==> src/rtl/swk_pkg.sv <==
package swk_pkg;
  typedef enum logic [1:0] {
    S_RUN    = 2'd0,
    S_STOP   = 2'd1,
    S_STAB   = 2'd2,
    S_RESUME = 2'd3
  } swk_state_e;

  localparam int CTL_W      = 8;
  localparam int SEL_W      = 3;
  localparam int STAY_BIT   = 3;
endpackage

==> src/rtl/swk_ctlreg.sv <==
module swk_ctlreg
  import swk_pkg::*;
(
  input  logic              clk,
  input  logic              rst_n,
  input  logic              wr_ok,
  input  logic              wr,
  input  logic [CTL_W-1:0]  wdata,
  output logic [CTL_W-1:0]  q,
  output logic [SEL_W-1:0]  sel,
  output logic              stay
);
  logic [CTL_W-1:0] q_r;

  always_ff @(posedge clk or negedge rst_n) begin
    if (!rst_n)          q_r <= '0;
    else if (wr && wr_ok) q_r <= wdata;
  end

  assign q    = q_r;
  assign sel  = q_r[SEL_W-1:0];
  assign stay = q_r[STAY_BIT];


  frozen_ctl_chk: assert property (@(posedge clk) disable iff (!rst_n)
    !wr_ok |=> $stable(q_r));
endmodule

==> src/rtl/swk_stab_timer.sv <==
module swk_stab_timer
  import swk_pkg::*;
#(
  parameter int TMR_W = 8
)(
  input  logic             clk,
  input  logic             rst_n,
  input  logic             clr,
  input  logic             run,
  input  logic [SEL_W-1:0] sel,
  output logic             done
);
  localparam int PW = (1 << SEL_W) + 3;
  localparam logic [TMR_W-1:0] TMAX = '1;

  logic [PW-1:0]    div_q;
  logic [TMR_W-1:0] tmr_q;
  logic [PW-1:0]    lim;
  logic             tick;

  assign lim  = PW'((64'd1 << (int'(sel) + 3)) - 64'd1);
  assign tick = run && (div_q == lim);
  assign done = tick && (tmr_q == TMAX);

  always_ff @(posedge clk or negedge rst_n) begin
    if (!rst_n) begin
      div_q <= '0;
      tmr_q <= '0;
    end else if (clr) begin
      div_q <= '0;
      tmr_q <= '0;
    end else if (run) begin
      if (tick) begin
        div_q <= '0;
        tmr_q <= tmr_q + 1'b1;
      end else begin
        div_q <= div_q + 1'b1;
      end
    end
  end


  stab_no_restart_chk: assert property (@(posedge clk) disable iff (!rst_n)
    (run && !clr && !done) |=> (tmr_q == $past(tmr_q)) || (tmr_q == TMR_W'($past(tmr_q) + 1'b1)));


  stab_from_zero_chk: assert property (@(posedge clk) disable iff (!rst_n)
    $rose(run) |-> (tmr_q == '0 && div_q == '0));
endmodule

==> src/rtl/stop_wake_seq.sv <==
module stop_wake_seq
  import swk_pkg::*;
#(
  parameter int NUM_IRQ = 4,
  parameter int PC_W    = 16,
  parameter int TMR_W   = 8
)(
  input  logic               clk,
  input  logic               rst_n,
  input  logic               stop_strobe,
  input  logic [PC_W-1:0]    pc_next,
  input  logic               ctl_wr,
  input  logic [CTL_W-1:0]   ctl_wdata,
  output logic [CTL_W-1:0]   ctl_rdata,
  input  logic [NUM_IRQ-1:0] irq_req,
  input  logic [NUM_IRQ-1:0] irq_en,
  input  logic               master_ie,
  output logic               clk_en,
  output logic               stopped,
  output logic               resume_pulse,
  output logic               vector_take,
  output logic [NUM_IRQ-1:0] wake_src,
  output logic [PC_W-1:0]    saved_pc
);
  swk_state_e       state_q;
  logic [SEL_W-1:0] sel_live, sel_q;
  logic             stay;
  logic             stab_done;
  logic             vt_q;
  logic [PC_W-1:0]  pc_q;
  logic [NUM_IRQ-1:0] hit_vec;
  logic             hit;
  logic             enter;
  logic             running;
  logic             wsrc_q [NUM_IRQ];

  assign running = (state_q == S_RUN);
  assign hit_vec = irq_req & irq_en;
  assign hit     = |hit_vec;
  assign enter   = running && stop_strobe && !stay;

  swk_ctlreg u_ctl (
    .clk   (clk),
    .rst_n (rst_n),
    .wr_ok (running),
    .wr    (ctl_wr),
    .wdata (ctl_wdata),
    .q     (ctl_rdata),
    .sel   (sel_live),
    .stay  (stay)
  );

  swk_stab_timer #(.TMR_W(TMR_W)) u_tmr (
    .clk   (clk),
    .rst_n (rst_n),
    .clr   (state_q == S_STOP),
    .run   (state_q == S_STAB),
    .sel   (sel_q),
    .done  (stab_done)
  );

  always_ff @(posedge clk or negedge rst_n) begin
    if (!rst_n) begin
      state_q <= S_RUN;
      sel_q   <= '0;
      pc_q    <= '0;
      vt_q    <= 1'b0;
    end else begin
      case (state_q)
        S_RUN: if (enter) begin
          state_q <= S_STOP;
          pc_q    <= pc_next;
          sel_q   <= sel_live;
        end
        S_STOP:   if (hit) state_q <= S_STAB;
        S_STAB: if (stab_done) begin
          state_q <= S_RESUME;
          vt_q    <= master_ie;
        end
        default:  state_q <= S_RUN;
      endcase
    end
  end

  for (genvar i = 0; i < NUM_IRQ; i++) begin : g_src
    always_ff @(posedge clk or negedge rst_n) begin
      if (!rst_n)                                        wsrc_q[i] <= 1'b0;
      else if (enter)                                    wsrc_q[i] <= 1'b0;
      else if (state_q == S_STOP || state_q == S_STAB)   wsrc_q[i] <= wsrc_q[i] | hit_vec[i];
    end
    assign wake_src[i] = wsrc_q[i];
  end

  assign stopped      = (state_q == S_STOP) || (state_q == S_STAB);
  assign clk_en       = !stopped;
  assign resume_pulse = (state_q == S_RESUME);
  assign vector_take  = resume_pulse && vt_q;
  assign saved_pc     = pc_q;


  resume_single_chk: assert property (@(posedge clk) disable iff (!rst_n)
    resume_pulse |=> (!resume_pulse && clk_en));


  masked_ignore_chk: assert property (@(posedge clk) disable iff (!rst_n)
    (state_q == S_STOP && !hit) |=> stopped && !resume_pulse);


  pc_capture_chk: assert property (@(posedge clk) disable iff (!rst_n)
    enter |=> saved_pc == $past(pc_next));


  vector_flag_chk: assert property (@(posedge clk) disable iff (!rst_n)
    $rose(resume_pulse) |-> vector_take == $past(master_ie));


  stay_awake_chk: assert property (@(posedge clk) disable iff (!rst_n)
    (running && stay) |=> clk_en);
endmodule

==> config.mk <==
export PLATFORM = sky130hd
export DESIGN_NAME = stop_wake_seq
export DESIGN_NICKNAME = d
export VERILOG_FILES = /design/src/rtl/swk_pkg.sv /design/src/rtl/swk_ctlreg.sv /design/src/rtl/swk_stab_timer.sv /design/src/rtl/stop_wake_seq.sv
export SDC_FILE = /design/constraint.sdc
export NUM_CORES = 1
export LEC_CHECK = 0
export CORE_MARGIN = 5
export CORE_UTILIZATION = 45
export DETAILED_ROUTE_END_ITERATION = 10
export DONT_BUFFER_PORTS = 1
export HOLD_SLACK_MARGIN = 0.1
export SYNTH_ARGS = -nofsm -noshare
export SYNTH_HDL_FRONTEND = slang
export SYNTH_SLANG_ARGS = --single-unit
==> constraint.sdc <==
create_clock -name clk -period 4.2 [get_ports clk]
set_input_delay 1.05 -clock clk [delete_from_list [all_inputs] [get_ports clk]]
set_output_delay 1.05 -clock clk [all_outputs]
set_load 0.01 [all_outputs]
==> results list, run 1 <==
* Final Critical Period: 2880 ps
- Final period util: 68.56%
- The critical path is of the flip-flop to output pin type.
* Area taken by multi-input logic gates: 1235 um2
* Initial detailed-routing violation count: approximately 130
- Most common flop cell mapped by yosys: sky130_fd_sc_hd__dfrtp_1
- Post-synth design cell area: 2678 um2
* WL per Instance: 15.24 um
- The HPWL after detailed placement is 3807 um.
* Count of port buffers added during placement: 0
* Headroom to the max-slew limit: 51.28%
* Worst vdd ir: 0.3503 mV
* Die boundary width: 87.14 um
- 69 I/O pins were placed.
* # rows: 28
- Leak: 1.370 nW
- Starting Density: 45.77%
- The clock drives 53 sinks.
- Yosys attributes the largest share of cell area to sky130_fd_sc_hd__dfrtp_1 (50%), sky130_fd_sc_hd__nand2_1 (9.5%), sky130_fd_sc_hd__mux2_2 (3.4%), sky130_fd_sc_hd__ha_1 (3.3%), sky130_fd_sc_hd__xor2_1 (2.9%).
* Setup Skew: 4.446 ps
- Number of buffers added by the clock tree synthesis step: 5
- Worst reg2reg endpoint: u_tmr.tmr_q[0]$_DFFE_PN0P_
* Number of synthesized flops with an enable pin: 0
- Placeable core region: 5851 um2
- Clock latency on the worst-skew pair, taken at its later pin, is between 300 and 400 ps.
- Startpoint of the lowest-slack register-to-register path: sel_q[1]$_DFFE_PN0P_
- Post-CTS Setup Bufs: 0
* Die Ht: 87.14 um
- Number of iterations in the first detailed-routing pass: 7
- Summed over all layers, the global routing overflow is 0.
* Post-Route WL: around 5300 um
- For this run, the register share of the synthesized area comes to around half.
- CP Capture Type: output pin
- The via count of the first global-routing pass came to ~1900.
- Most common library cell in the layout ignoring fill and taps: sky130_fd_sc_hd__nand2_1
- Commonest non-fill, non-tap cells in the layout: sky130_fd_sc_hd__nand2_1 (68), sky130_fd_sc_hd__dfrtp_1 (53), sky130_fd_sc_hd__nor2_1 (20), sky130_fd_sc_hd__inv_1 (12), sky130_fd_sc_hd__xor2_1 (9)
* Required @ worst endpoint: roughly 3200 ps
- Maximum fanout encountered on the critical timing path: 18
* Path depth of the worst reg2reg path: 6
- Dividing the detail-routed via count by the number of cells gives ~5.5.
- The final layout contains 317 nets.
* Buffer cell driving the clock tree root: sky130_fd_sc_hd__clkbuf_8
- The worst register-to-register path has a setup slack of 1610 ps.
* Final hold slack: 425.2 ps
* Achievable frequency: 0.3473 GHz
- Fill cells in the final layout number 534.
- For this run, asynchronously set or reset flops after synthesis account for 100.0%.
* Maximum buffer depth of the clock tree: 2
- Clock-pin slew was measured on the worst setup and hold paths at roughly 100 ps.
- For the pin with the worst max-slew slack, the measured transition is 728.1 ps.
* Yosys top cell area share: 49.53%
- Final-report setup violation count: 0
- Maximum number of pins on one net before global-route repair: 54
* Total Negative Setup Slacks: 0 ps
- ANT nets after route: 0
- Number of max-slew violations in the final report: 0
- H-Tree Depth: 2
- Across all layers, the routed design uses 1903 vias.
* Worst Path Arrival: 1830 ps
* CTS tree: done
- Die Outline Area: 7593 um2
- Total of flip-flops plus latches after synthesis: 53
- In the synthesized netlist, the number of instances is about 280.
- The number of different library cells used by synthesis comes to 53.
- In the final layout, flip-flops and latches occupy 1326 um2.
* Total routing resource utilization after global routing: between 10% and 20%
- The initial antenna violation count was 0.
* Final antenna diode count: 0
* Count of warnings emitted by yosys: 0
- After synthesis, the mean cell area works out to 9.701 um2.
- Maxcap violations: 0
* Layout overhead on the synthesized area: 5.280%
* Wire length of the first global-routing pass: about 9000 um
- Hold buffers post-CTS: 0
* Final hold violations: 0
* Residual DRC count: 0
- Power spread over the standard cell area amounts to 713.5 nW/um2.
- The flow ran to the end, and the final reports show no timing, DRC or antenna violations.
- Setup repair after global routing left no endpoint under its margin.
* Min-Delay Path Class: input port to asynchronous set/reset pin
* Type of origin of the critical path: flip-flop
* Share of cells above drive strength 1: approximately 9%
* Gpl congestion: 0.7780
* PostCTS Resize Cnt: 0
* Cell taking the most area after synthesis: sky130_fd_sc_hd__dfrtp_1
-- kinds of logic after synthesis --
kind of cell    count (synthesis)  share of synthesized area (%)
buf+inv                        24                          4.486
compound gates                 35                          10.05
xor+xnor                       13                          4.252
simple gates                  131                          23.23
other cells                     1                         0.1401
fa+ha+maj                       7                          3.271
mux                            12                          5.047
flops                          53                          49.53
-- registers in the layout (all words and copies together), names as in the netlist --
signal	cells
wake_src	4
u_tmr.div_q	11
u_ctl.q	8
vt_q	1
state_q	2
sel_q	3
saved_pc	16
u_tmr.tmr_q	8
-- worst max-delay path, cell delays in order (launching register included) --
cell,delay (ps)
sky130_fd_sc_hd__dfrtp_1,410
sky130_fd_sc_hd__inv_1,90
sky130_fd_sc_hd__ha_1,710
sky130_fd_sc_hd__inv_1,300
-- Yosys cell counts (2+ instances only) --
cell	n
sky130_fd_sc_hd__a211o_1	4
sky130_fd_sc_hd__a21boi_0	2
sky130_fd_sc_hd__a21oi_1	3
sky130_fd_sc_hd__a31oi_1	6
sky130_fd_sc_hd__and2_1	3
sky130_fd_sc_hd__and3_1	8
sky130_fd_sc_hd__buf_4	2
sky130_fd_sc_hd__buf_6	3
sky130_fd_sc_hd__clkbuf_1	7
sky130_fd_sc_hd__dfrtp_1	53
sky130_fd_sc_hd__ha_1	7
sky130_fd_sc_hd__inv_1	12
sky130_fd_sc_hd__mux2_2	8
sky130_fd_sc_hd__mux2i_1	3
sky130_fd_sc_hd__nand2_1	68
sky130_fd_sc_hd__nand2b_1	3
sky130_fd_sc_hd__nand3_1	5
sky130_fd_sc_hd__nand4_1	8
sky130_fd_sc_hd__nor2_1	20
sky130_fd_sc_hd__nor3_1	2
sky130_fd_sc_hd__nor4_1	2
sky130_fd_sc_hd__o211ai_1	3
sky130_fd_sc_hd__o21ai_0	3
sky130_fd_sc_hd__xnor2_1	4
sky130_fd_sc_hd__xor2_1	9
-- report_power, final --
group          switching [W]  internal (W)
sequential          0.000246      0.000717
combinational       0.000404      0.000293
clock               0.000172      0.000179
total               0.000822       0.00119
-- cell type report --
type	instances	area share (%)
Clock buffer	6	2.574
Clock inverter	2	1.376
Inverter	12	1.598
Multi-Input combinational cell	200	43.81
Sequential cell	53	47.05
Tap cell	75	3.329
Timing Repair Buffer	1	0.2663
-- worst max path at each step --
stage	from	endpoint	slack (ps)	cells after the start
2_1_floorplan	stop_strobe	state_q[1]$_DFFE_PN0P_	1900	6
3_3_place_gp	stop_strobe	state_q[1]$_DFFE_PN0P_	1620	6
3_5_place_dp	sel_q[1]$_DFFE_PN0P_	u_tmr.tmr_q[0]$_DFFE_PN0P_	1600	6
4_1_cts	state_q[0]$_DFFE_PN0P_	clk_en	1270	3
5_1_grt	state_q[0]$_DFFE_PN0P_	clk_en	1150	3
6_report	state_q[0]$_DFFE_PN0P_	clk_en	1320	3
-- routing by layer --
metal	GRT usage, %	vias to the layer above	wire (um)
met3	4.825	9	406
met4	6.137	0	91
met2	20.91	55	2349
met5	0	-	0
met1	21.23	906	2471
li1	-	933	-
-- through the flow --
stage / worst slack, ps / power (W) / utilization, % / cell area [um2] / instances
3_3_place_gp: 1616 / 0.001675 / 46.28 / 2708 / 341
5_1_grt: 1146 / 0.002179 / 48.18 / 2819 / 349
6_report: 1320 / 0.002011 / 48.18 / 2819 / 349
2_1_floorplan: 1904 / 0.001540 / - / 2681 / 277
3_5_place_dp: 1598 / 0.001682 / 46.28 / 2708 / 341
4_1_cts: 1273 / 0.002041 / 48.18 / 2819 / 349
No activity file was read; power rests on OpenSTA's default activity.
==> inputs of run 2 (changes only) <==
Settings changed: ABC_AREA set to 1.
Clock period 4.2 ns to 2.4 ns, I/O delays scaled along.
==> run 2 against run 1 <==
Net effect: hold slack lost 300 ps; synthesized cell count grew 17%; sequential share of layout area shrank 2.2 points; first-iteration DRC count shrank 35%; non-clock buffer count grew 3; final cell count grew 16%; clock power grew 83%; setup slack lost 960 ps; highest routed layer unchanged; via count grew 6.3%; largest power group unchanged; register-to-register slack lost 1000 ps; largest cell class unchanged.
==> results list, run 2 <==
* Post-layout instance area: 2955 um2 (+4.8%)
* Total routing resource utilization after global routing: 16.10% (+1.2 points)
* Total Negative Setup Slacks: 0 ps (unchanged)
- The initial standard-cell utilization of the core is 46.22% (+0.45 points).
- The die boundary height came to 87.98 um (+0.97%).
- The final weighted congestion in routability-driven placement is 0.8019 (+3.1%).
* Post-synth design cell area: 2736 um2 (+2.2%)
- Post-Place Cell Area: 2811 um2 (+3.8%)
* H-Tree Depth: 2 (unchanged)
* Placeable core region: 5921 um2 (+1.2%)
* Remaining Overflow, GRT: 0 (unchanged)
* Average instance area after synthesis: 8.446 um2 (-13%)
* Worst vdd ir: 0.5751 mV (+64%)
* Placed instance count: 395 (+16%)
- Initial antenna violation count: 0 (unchanged)
- The static leakage is 1.426 nW (+4.1%).
* Post-Route WL: 5631 um (+5.9%)
- Synth async-reset ratio: 100.0% (unchanged)
- The number of synthesized flops with an enable pin came to 0 (unchanged).
- Cell with the most instances after synthesis: sky130_fd_sc_hd__nand2_1
- Sequential fraction of the synthesis area: 48.47% (-1.1 points)
- Final Critical Period: roughly 2000 ps
- Setup Skew: 9.453 ps (+5.008 ps)
- The I/O pin total is 69 (unchanged).
* Count of warnings emitted by yosys: 0 (unchanged)
- The cell row count came to 28 (unchanged).
- Leaving out fill and tap cells, the most frequent cell in the layout is sky130_fd_sc_hd__nand2_1.
- The worst setup path is of the flip-flop to output pin kind.
- The overall die area was 7740 um2 (+1.9%).
- The area growth from synthesis to layout is 8.002%.
* Via count of the first global-routing pass: 2049 (+10%)
- The number of distinct library cells after synthesis was 33 (-38%).
* Ranking of synthesized cells by area: sky130_fd_sc_hd__dfrtp_1 (48%), sky130_fd_sc_hd__nand2_1 (16%), sky130_fd_sc_hd__nor2_1 (3.7%), sky130_fd_sc_hd__nand3_1 (3.3%), sky130_fd_sc_hd__inv_1 (3.3%)
* Commonest non-fill, non-tap cells in the layout: sky130_fd_sc_hd__nand2_1 (114), sky130_fd_sc_hd__dfrtp_1 (53), sky130_fd_sc_hd__nor2_1 (27), sky130_fd_sc_hd__inv_1 (24), sky130_fd_sc_hd__nand3_1 (18)
* Buffer cell driving the clock tree root: sky130_fd_sc_hd__clkbuf_8
- PostCTS Resize Cnt: 0 (unchanged)
- Clock input transition at the sequential cells of the worst setup and hold paths: 100 ps (about the same)
- The remaining antenna violation count came to 0 (unchanged).
- The worst-case clock buffer depth is 2 (unchanged).
* Cell Pwr Density: 1205 nW/um2 (+69%)
- The synthesized design spends more area on one cell type than any other, namely sky130_fd_sc_hd__dfrtp_1.
* Number of buffers added by the clock tree synthesis step: 5 (unchanged)
- Total of flip-flops plus latches after synthesis: 53 (unchanged)
- Number of non-filler instances in the completed layout: 404 (+16%)
* Nets: 372 (+17%)
* Worst Path Arrival: 1440 ps (-390 ps)
- Die boundary width: 87.98 um (+0.97%)
* Share of cells above drive strength 1: 13.98% (+4.9 points)
* CP Capture Type: output pin
- CTS tree: done
* Outcome: completed
- The worst setup path is launched from a flip-flop.
* Maxcap violations: 0 (unchanged)
- In the synthesized netlist the dominant register cell turns out to be sky130_fd_sc_hd__dfrtp_1.
- The number of buffers added on ports is 0 (unchanged).
- Final-report setup violation count: 0 (unchanged)
- The total number of vias was 2022 (+6.3%).
- Clock sink total: 53 (unchanged)
* Final hold slack: 127.9 ps (-297.3 ps)
- List of most frequent post-synthesis cells: sky130_fd_sc_hd__nand2_1 (114), sky130_fd_sc_hd__dfrtp_1 (53), sky130_fd_sc_hd__nor2_1 (27)
- The post-DP HPWL is 4104 um (+7.8%).
- In the finished design, the share of the clock period the worst path needs comes to 84.91%.
- Synth Instances: 324 (+17%)
- Maximum number of pins on one net before global-route repair: 54 (unchanged)
* Wire length of the first global-routing pass: 9798 um (+10%)
* Number of iterations in the first detailed-routing pass: 4 (-3)
- The count of pins over their slew limit is 0 (unchanged).
- Achievable frequency: 0.4907 GHz
- WL per Instance: 13.94 um (-8.5%)
- The final hold violation count was 0 (unchanged).
* Required @ worst endpoint: 1800 ps (-1350 ps)
* Final antenna diode count: 0 (unchanged)
- The maximum fanout encountered on the critical timing path is 7 (-11).
* Flip-flop count of the largest register after layout: 16 (unchanged)
- Setup repair after global routing left no endpoint under its margin.
* Yosys top cell area share: 48.47% (-1.1 points)
- The via-per-instance ratio was 5.005 (-8.2%).
- Residual DRC count: 0 (unchanged)
* Min-Delay Path Class: input port to asynchronous set/reset pin
- The first-iteration detailed-routing DRC count came to 83 (-35%).
- The insertion delay to the later sink of the worst-skew pair was 320 ps (about the same).
==> run 2: cell count changes after synthesis, sizes merged, moves of 6 or more <==
| cell | previous run | this run |
|---|---|---|
| nand2 | 68 | 120 |
| nand3 | 5 | 21 |
| inv | 12 | 25 |
| nor2 | 20 | 30 |
| o21ai | 3 | 13 |
| and3 | 9 | 1 |
| a31oi | 6 | 0 |
==> run 2: per-layer routing <==
metal	GRT usage (%)	share of wire, %	vias up
li1	-	-	1025
met1	22.61	48	918
met2	23.42	43	71
met3	5.644	8.4	8
met4	4.881	1.2	0
met5	0	0	-
==> run 2: layout make-up <==
class                      instances  area (um2)
tap                               75       93.84
clock buffer                       5       68.82
fill                             581        2965
multi-input combinational        237        1267
inverter                          27       101.3
timing repair buffer               4       50.05
sequential                        53        1326
clock inverter                     3       47.55
==> run 2: worst paths after layout <==
| check | startpoint | endpoint | slack (ps) | cells past startpoint |
|---|---|---|---|---|
| worst max-delay path | state_q[0]$_DFFE_PN0P_ | clk_en | 360 | 3 |
| worst min-delay path | rst_n | u_tmr.div_q[1]$_DFFE_PN0N_ | 130 | 1 |
| worst max register to register | state_q[0]$_DFFE_PN0P_ | u_tmr.tmr_q[1]$_DFFE_PN0P_ | 590 | 13 |
| worst min register to register | vt_q$_DFFE_PN0P_ | vt_q$_DFFE_PN0P_ | 520 | 2 |
| max in group asynchronous | rst_n | saved_pc[3]$_DFFE_PN0P_ | 2030 | 1 |
| min in group clk | pc_next[7] | saved_pc[7]$_DFFE_PN0P_ | 390 | 2 |
==> run 2: repair_timing <==
| item | in CTS | in global routing |
|---|---|---|
| endpoints found under the hold margin | 53 | 0 |
| buffers inserted | 0 | 0 |
| hold buffers | 1 | 0 |
==> run 2: metrics by stage <==
stage	utilization [%]	worst slack [ps]	total power (W)
after detailed placement	47.49	615.4	0.002925
after global placement	47.49	638.8	0.002900
after floorplan	-	681.6	0.002633
after CTS	49.92	343.4	0.003612
final	49.92	362.2	0.003560
after global routing	49.92	272.8	0.003882
==> run 2: cells by family (layout without fill, tap and decap cells) <==
kind of cell,Yosys count,in the layout,synth area share (%)
compound gates,23,23,6.127
xor+xnor,10,10,3.201
fa+ha+maj,7,7,3.201
buf+inv,35,39,5.350
flops,53,53,48.47
mux,8,8,3.292
other cells,1,2,0.1370
simple gates,187,187,30.22
==> run 2: worst max-delay path: stages (launching register included) <==
cell	delay, ps
sky130_fd_sc_hd__dfrtp_1	420
sky130_fd_sc_hd__inv_1	80
sky130_fd_sc_hd__ha_1	300
sky130_fd_sc_hd__clkinv_1	320
==> run 2: power breakdown <==
group | internal, W | total, W | switching (W)
clock network | 0.000319 | 0.000641 | 0.000323
logic | 0.000475 | 0.00128 | 0.000809
registers | 0.00122 | 0.00163 | 0.000414
total | 0.00201 | 0.00356 | 0.00155
